**config.mk**
```make
export PLATFORM = sky130hd
export DESIGN_NAME = ir_burst_encoder
export DESIGN_NICKNAME = d
export VERILOG_FILES = /design/src/rtl/ibe_pkg.sv /design/src/rtl/ibe_button_sel.sv /design/src/rtl/ibe_seq_ctrl.sv /design/src/rtl/ibe_pulse_dp.sv /design/src/rtl/ir_burst_encoder.sv
export SDC_FILE = /design/constraint.sdc
export NUM_CORES = 1
export LEC_CHECK = 0
export ABC_AREA = 0
export CORE_ASPECT_RATIO = 2
export CORE_UTILIZATION = 35
export CTS_CLUSTER_SIZE = 30
export DETAILED_ROUTE_END_ITERATION = 8
export HOLD_SLACK_MARGIN = 0.05
export PLACE_DENSITY_LB_ADDON = 0.12
export RECOVER_POWER = 50
export SLEW_MARGIN = 20
export SYNTH_ARGS = -nofsm -noshare
export SYNTH_HDL_FRONTEND = slang
export SYNTH_SLANG_ARGS = --single-unit
export TNS_END_PERCENT = 5
```
**constraint.sdc**
```tcl
create_clock -name clk -period 3.2 [get_ports clk]
set_clock_uncertainty 0.15 [all_clocks]
set_input_delay 0.64 -clock clk [delete_from_list [all_inputs] [get_ports clk]]
set_output_delay 0.64 -clock clk [all_outputs]
set_load 0.1 [all_outputs]
```
**src/rtl/ibe_pkg.sv**
```systemverilog
package ibe_pkg;

  // Strobes from the sequencing control to the pulse datapath
  typedef struct packed {
    logic gateOpen;   // counter is in a pulse-passing state
    logic wrapNow;    // counter returns to state 0 on this period start
  } seqStrobe_t;

  // Timing information from the datapath back to control
  typedef struct packed {
    logic periodStart; // pulse clock is about to rise
    logic phaseHigh;   // pulse clock currently high
  } timeTick_t;

endpackage

```
**src/rtl/ibe_button_sel.sv**
```systemverilog
module ibe_button_sel #(
  parameter int NUM_CMDS    = 7,
  parameter int SYNC_STAGES = 2,
  localparam int CMD_W      = $clog2(NUM_CMDS + 1)
) (
  input  logic                clk,
  input  logic                rst,
  input  logic [NUM_CMDS-1:0] buttonsAsync,
  output logic [CMD_W-1:0]    selCmd
);

  logic [NUM_CMDS-1:0] stageReg [SYNC_STAGES];

  // Synchroniser chain, one register stage per parameter step
  generate
    for (genvar s = 0; s < SYNC_STAGES; s++) begin : g_sync
      if (s == 0) begin : g_first
        always_ff @(posedge clk) begin
          if (rst) stageReg[s] <= '0;
          else     stageReg[s] <= buttonsAsync;
        end
      end else begin : g_next
        always_ff @(posedge clk) begin
          if (rst) stageReg[s] <= '0;
          else     stageReg[s] <= stageReg[s-1];
        end
      end
    end
  endgenerate

  // Lowest-numbered held button wins; 0 means idle
  always_comb begin
    selCmd = '0;
    for (int i = NUM_CMDS - 1; i >= 0; i--) begin
      if (stageReg[SYNC_STAGES-1][i]) selCmd = CMD_W'(i + 1);
    end
  end

endmodule

```
**src/rtl/ibe_seq_ctrl.sv**
```systemverilog
module ibe_seq_ctrl
  import ibe_pkg::*;
#(
  parameter int NUM_CMDS    = 7,
  parameter int GAP_STATES  = 2,
  parameter int IDLE_PULSES = 8,
  localparam int CMD_W      = $clog2(NUM_CMDS + 1),
  localparam int IDLE_LIMIT = GAP_STATES + IDLE_PULSES,
  localparam int CNT_W      = $clog2(IDLE_LIMIT)
) (
  input  logic             clk,
  input  logic             rst,
  input  timeTick_t        tick,
  input  logic [CMD_W-1:0] selCmd,
  output seqStrobe_t       strobe,
  output logic [CNT_W-1:0] seqCount,
  output logic [CMD_W-1:0] activeCmd
);

  logic [CNT_W-1:0] lastState;

  // Final state of the current burst; command k ends at state k+GAP-1
  always_comb begin
    if (activeCmd == '0) lastState = CNT_W'(IDLE_LIMIT - 1);
    else                 lastState = CNT_W'(activeCmd) + CNT_W'(GAP_STATES - 1);
  end

  always_comb begin
    strobe.gateOpen = (seqCount >= CNT_W'(GAP_STATES));
    strobe.wrapNow  = tick.periodStart && (seqCount == lastState);
  end

  // Counter steps once per pulse period; command latched only on wrap
  always_ff @(posedge clk) begin
    if (rst) begin
      seqCount  <= '0;
      activeCmd <= '0;
    end else if (tick.periodStart) begin
      if (strobe.wrapNow) begin
        seqCount  <= '0;
        activeCmd <= selCmd;
      end else begin
        seqCount  <= seqCount + 1'b1;
      end
    end
  end

endmodule

```
**src/rtl/ibe_pulse_dp.sv**
```systemverilog
module ibe_pulse_dp
  import ibe_pkg::*;
#(
  parameter int PULSE_HALF_DIV   = 2500,
  parameter int CARRIER_HALF_DIV = 18,
  parameter bit CARRIER_EN       = 1'b1,
  localparam int HALF_W = (PULSE_HALF_DIV > 1) ? $clog2(PULSE_HALF_DIV) : 1,
  localparam int CAR_W  = (CARRIER_HALF_DIV > 1) ? $clog2(CARRIER_HALF_DIV) : 1
) (
  input  logic       clk,
  input  logic       rst,
  input  seqStrobe_t strobe,
  output timeTick_t  tick,
  output logic       burstOut,
  output logic       carrierOut
);

  logic [HALF_W-1:0] halfCnt;
  logic              halfTick;
  logic              pulsePhase;

  assign halfTick = (halfCnt == HALF_W'(PULSE_HALF_DIV - 1));

  // Pulse clock: square wave of period 2*PULSE_HALF_DIV, starts low
  always_ff @(posedge clk) begin
    if (rst) begin
      halfCnt    <= '0;
      pulsePhase <= 1'b0;
    end else if (halfTick) begin
      halfCnt    <= '0;
      pulsePhase <= ~pulsePhase;
    end else begin
      halfCnt    <= halfCnt + 1'b1;
    end
  end

  always_comb begin
    tick.periodStart = halfTick && !pulsePhase;
    tick.phaseHigh   = pulsePhase;
  end

  // Registered gated pulse train
  always_ff @(posedge clk) begin
    if (rst) burstOut <= 1'b0;
    else     burstOut <= strobe.gateOpen && pulsePhase;
  end

  generate
    if (CARRIER_EN) begin : g_carrier
      logic [CAR_W-1:0] carCnt;
      logic             carPhase;

      always_ff @(posedge clk) begin
        if (rst) begin
          carCnt   <= '0;
          carPhase <= 1'b0;
        end else if (carCnt == CAR_W'(CARRIER_HALF_DIV - 1)) begin
          carCnt   <= '0;
          carPhase <= ~carPhase;
        end else begin
          carCnt   <= carCnt + 1'b1;
        end
      end

      always_ff @(posedge clk) begin
        if (rst) carrierOut <= 1'b0;
        else     carrierOut <= strobe.gateOpen && pulsePhase && carPhase;
      end
    end else begin : g_no_carrier
      always_ff @(posedge clk) begin
        carrierOut <= 1'b0;
      end
    end
  endgenerate

endmodule

```
**src/rtl/ir_burst_encoder.sv**
```systemverilog
module ir_burst_encoder
  import ibe_pkg::*;
#(
  parameter int NUM_CMDS         = 7,
  parameter int GAP_STATES       = 2,
  parameter int IDLE_PULSES      = 8,
  parameter int PULSE_HALF_DIV   = 2500,
  parameter int CARRIER_HALF_DIV = 18,
  parameter bit CARRIER_EN       = 1'b1,
  parameter int SYNC_STAGES      = 2,
  localparam int CMD_W      = $clog2(NUM_CMDS + 1),
  localparam int IDLE_LIMIT = GAP_STATES + IDLE_PULSES,
  localparam int CNT_W      = $clog2(IDLE_LIMIT)
) (
  input  logic                clk,
  input  logic                rst,
  input  logic [NUM_CMDS-1:0] cmdButtons,
  output logic                burstOut,
  output logic                carrierOut
);

  logic [CMD_W-1:0] selCmd;
  logic [CMD_W-1:0] activeCmd;
  logic [CNT_W-1:0] seqCount;
  seqStrobe_t       strobe;
  timeTick_t        tick;

  ibe_button_sel #(
    .NUM_CMDS   (NUM_CMDS),
    .SYNC_STAGES(SYNC_STAGES)
  ) u_btn (
    .clk         (clk),
    .rst         (rst),
    .buttonsAsync(cmdButtons),
    .selCmd      (selCmd)
  );

  ibe_seq_ctrl #(
    .NUM_CMDS   (NUM_CMDS),
    .GAP_STATES (GAP_STATES),
    .IDLE_PULSES(IDLE_PULSES)
  ) u_ctrl (
    .clk      (clk),
    .rst      (rst),
    .tick     (tick),
    .selCmd   (selCmd),
    .strobe   (strobe),
    .seqCount (seqCount),
    .activeCmd(activeCmd)
  );

  ibe_pulse_dp #(
    .PULSE_HALF_DIV  (PULSE_HALF_DIV),
    .CARRIER_HALF_DIV(CARRIER_HALF_DIV),
    .CARRIER_EN      (CARRIER_EN)
  ) u_dp (
    .clk       (clk),
    .rst       (rst),
    .strobe    (strobe),
    .tick      (tick),
    .burstOut  (burstOut),
    .carrierOut(carrierOut)
  );

endmodule

```
==> results summary <==
The run finished with clean final reports. The clock insertion delay at the later pin of the skew report came out at 0.28 ns. For this run, design rule violations remaining after detail routing come to 0. After synthesis, the share of flip-flops with an asynchronous set or reset is 0. The effective utilization at floorplan came out at 0.364. The number of max-slew violations in the final report is 0.

The number of global-route vias before repair came out at 1256. The actual slew at the worst max-slew pin is 1.16 ns. Along the worst hold path, the cell count comes to 1. The total count of hold-check failures in the final report came to 0.

The maximum single-stage delay on the critical path is 0.79 ns. The global-route met2 utilization came out at 0.255. The clock transition at the register clock pins on the worst setup and hold paths after CTS is 0.07 ns. The library cell used most frequently in the layout, excluding fill and tap cells, is dfxtp_1. The number of antenna violations at the first check in global routing came out at 0. The worst hold path begins at u_btn.stageReg[0][3]. For this run, the number of Yosys warnings is 0.

In the final layout, the multi-input gates occupy 885 sq um. The tightest hold margin came out at 0.291 ns. Dividing the synthesized area by the synthesized cell count gives 9.53 sq um. The total overflow left after global routing is 0. The relative slew slack is 0.228. The master cell of the clock root buffer is clkbuf_8. The width of the die is 52.3 um. The antenna violation net count after detailed routing is 0. The core region is 4860 sq um. Yosys attributes the largest share of cell area to dfxtp_1, nor2b_1, ha_1. The area of the die is 5370 sq um. The cell total after placement is 249. For this run, the top clock speed supported by timing is 401 MHz.

Summed over all failing endpoints, the final setup total negative slack is 0 ns. The number of max-capacitance violations reported came out at 0. The synthesized netlist contains 40 unique library cells.

In the final design database the tool counted 215 nets. The number of buffer cells added on primary ports is 10. The shortest clock period the worst path allows after layout is 2.50 ns. The area growth from synthesis to layout is 14.3%. Setup repair after global routing left no endpoint under its margin. In this run, post-CTS hold repair placed 0 buffers. The proportion of layout cells with a drive suffix above 1 is 0.0704. The post-CTS repair timing setup buffer count is 0. The worst setup path is captured at a flop. After synthesis the netlist holds a flip-flop and latch count of 42. The static power due to leakage is 0.758 nW. The total iterations of the first detailed-routing run came out at 4. The placement row count came out at 36.

The final layout contains routed wiring with a total length of 3.17 mm. The final RePlAce weighted congestion came out at approximately 0.73. The wire length of the first global-routing pass is 5.39 mm.

The worst min-delay path class is reg2reg. The met3 routing resource usage after global routing is 0.0280. The number of violations reported at the end of detailed-routing iteration 0 is 11. Setup violations remaining at the end of the flow were counted as 0. The number of sinks on the clock net is 42. In this run the deepest clock path goes through 2 buffers. Leaving out fill and tap cells, the most frequent cells in the layout are dfxtp_1, nor2_1, nor2b_1, and3_1. In the finished design, the share of the clock period the worst path needs comes to 0.780. The average wire per standard cell is about 12 um. The post-layout instance count excluding filler cells came out at 256. The area of all sequential standard cells came out at 841 sq um. The worst setup path is launched from a primary input. The worst hold path terminates at u_btn.stageReg[1][3]. The area of the mapped netlist came out at 1770 sq um. The startpoint identified for the worst register-to-register timing path is u_dp.halfCnt[0]. The layer flagged by global routing as most heavily used is met2.

The net count after synthesis came out at just over 200. The most used flip-flop cell after synthesis is dfxtp_1. The detailed placement HPWL came out at approximately 2.4 mm.

The count of filler cells inserted in the layout is 500. The number of synthesized flops with an enable pin came out at 0. Data on the critical path arrives at its endpoint at 2.53 ns. The worst reg-to-reg path cell count came out at 6. In this run, CTS created clock tree buffers numbering 5. The number of antenna diodes in the final layout is 0.

The library cell with the largest summed area after synthesis is dfxtp_1. The share of Yosys cell area claimed by the top area cell type is 0.474. The number of vias per cell after detailed routing came out at 5.10.

In this run the critical register-to-register path is captured at u_ctrl.seqCount[2]. The worst-case vdd ir drop is 346 uV. Synthesis handed over a netlist of around 190 instances.

Data on the critical path is required at its endpoint by 3.23 ns. The largest net degree at the start of global routing came out at 24. The number of instances resized during post-cts repair is 0. Across every metal layer, demand over resource in global routing totals 0.137. The overall via count from detail_route came out at 1305. The maximum level of the CTS H-tree is 2. The worst-case register-to-register setup slack is 1.10 ns. The critical path is of the in2reg type.

For this design, the slowest cell found on the critical path is dlygate4sd3_1. The critical path goes through dlygate4sd3_1, clkbuf_1, nor3b_1, and2_1. The power per cell area is ~500 nW/um^2. The global-route met1 utilization is 0.128.

The number of top-level design ports came out at 11. The sequential share of the synthesized area is 0.474. The peak fanout along the critical path came out at 23. The die height came out at 103 um. TritonCTS built the clock tree.
-- registers in the layout, summed over array words and instances, names as in the netlist --
signal and count:
u_ctrl.activeCmd 3, u_ctrl.seqCount 4, u_dp.g_carrier.carCnt 5, u_dp.halfCnt 12, u_btn.stageReg 14, u_dp.g_carrier.carPhase 1, u_dp.burstOut 1, u_dp.pulsePhase 1
u_dp.carrierOut 1
-- stage by stage --
stage                     instance area (sq um)  utilization  power [mW]  setup slack, ns
after floorplan                            1770            -       0.587             1.40
after global placement                     1930        0.396       0.603            0.988
after detailed placement                   1930        0.396       0.606            0.947
after CTS                                  2040        0.419        1.03             1.09
after global routing                       2030        0.417        1.06            0.543
final                                      2030        0.417        1.01            0.703
-- Yosys cell counts (all sizes together), types with 2 or more instances --
| cell | count |
|---|---|
| nand3 | 8 |
| inv | 7 |
| dfxtp | 42 |
| nor2 | 21 |
| nand2 | 5 |
| nor4b | 2 |
| and3 | 8 |
| nor3b | 2 |
| buf | 2 |
| o31ai | 2 |
| a21oi | 6 |
| ha | 7 |
| nand3b | 2 |
| nor4 | 3 |
| xnor2 | 7 |
| clkbuf | 3 |
| nor2b | 18 |
| or3 | 3 |
| o21ai | 8 |
| xor2 | 6 |
| nor3 | 5 |
| o21a | 4 |
-- report_power, final --
group | internal, mW | switching (mW) | leakage (nW)
combinational | 0.0243 | 0.0207 | 0.358
clock | 0.249 | 0.166 | 0.0573
sequential | 0.537 | 0.00954 | 0.343
-- final cells by class --
cell class / instances / area share
Multi-Input combinational cell: 132 / 0.436
Sequential cell: 42 / 0.415
Timing Repair Buffer: 11 / 0.0451
Clock buffer: 6 / 0.0407
Tap cell: 57 / 0.0352
Clock inverter: 1 / 0.0148
Inverter: 7 / 0.0130
-- per-layer routing --
layer / vias to the layer above / routed length (um)
li1: 666 / -
met4: 0 / 89
met3: 7 / 49
met2: 12 / 1790
met5: - / 0
met1: 620 / 1240
-- logic make-up (layout without fill, tap and decap cells) --
group / count (synthesis) / after routing / synth area share
and+or+nand+nor: 84 / 84 / 0.277
DFF: 42 / 42 / 0.474
AOI/OAI and AO/OA: 27 / 27 / 0.102
xor gates and xnor gates: 13 / 13 / 0.0642
buffers and inverters: 12 / 25 / 0.0268
adders and majority gates: 7 / 7 / 0.0494
muxes: 1 / 1 / 0.00635
-- critical path, delay by kind of cell --
| family | cells | cell delay, ns |
|---|---|---|
| buffers and inverters | 2 | 1.52 |
| and+or+nand+nor | 2 | 0.37 |
-- worst max-delay path by stage --
stage                         from                  to  slack, ns  cells past startpoint
3_5_place_dp                   rst     u_dp.carrierOut       0.95                      4
2_1_floorplan  u_ctrl.activeCmd[0]  u_ctrl.seqCount[1]       1.40                      7
4_1_cts            u_dp.halfCnt[0]  u_ctrl.seqCount[2]       1.09                      6
5_1_grt                        rst     u_dp.carrierOut       0.54                      4
6_report                       rst     u_dp.carrierOut       0.70                      4
3_3_place_gp                   rst     u_dp.carrierOut       0.99                      4
Note: power is estimated with default switching activity, not from simulation.
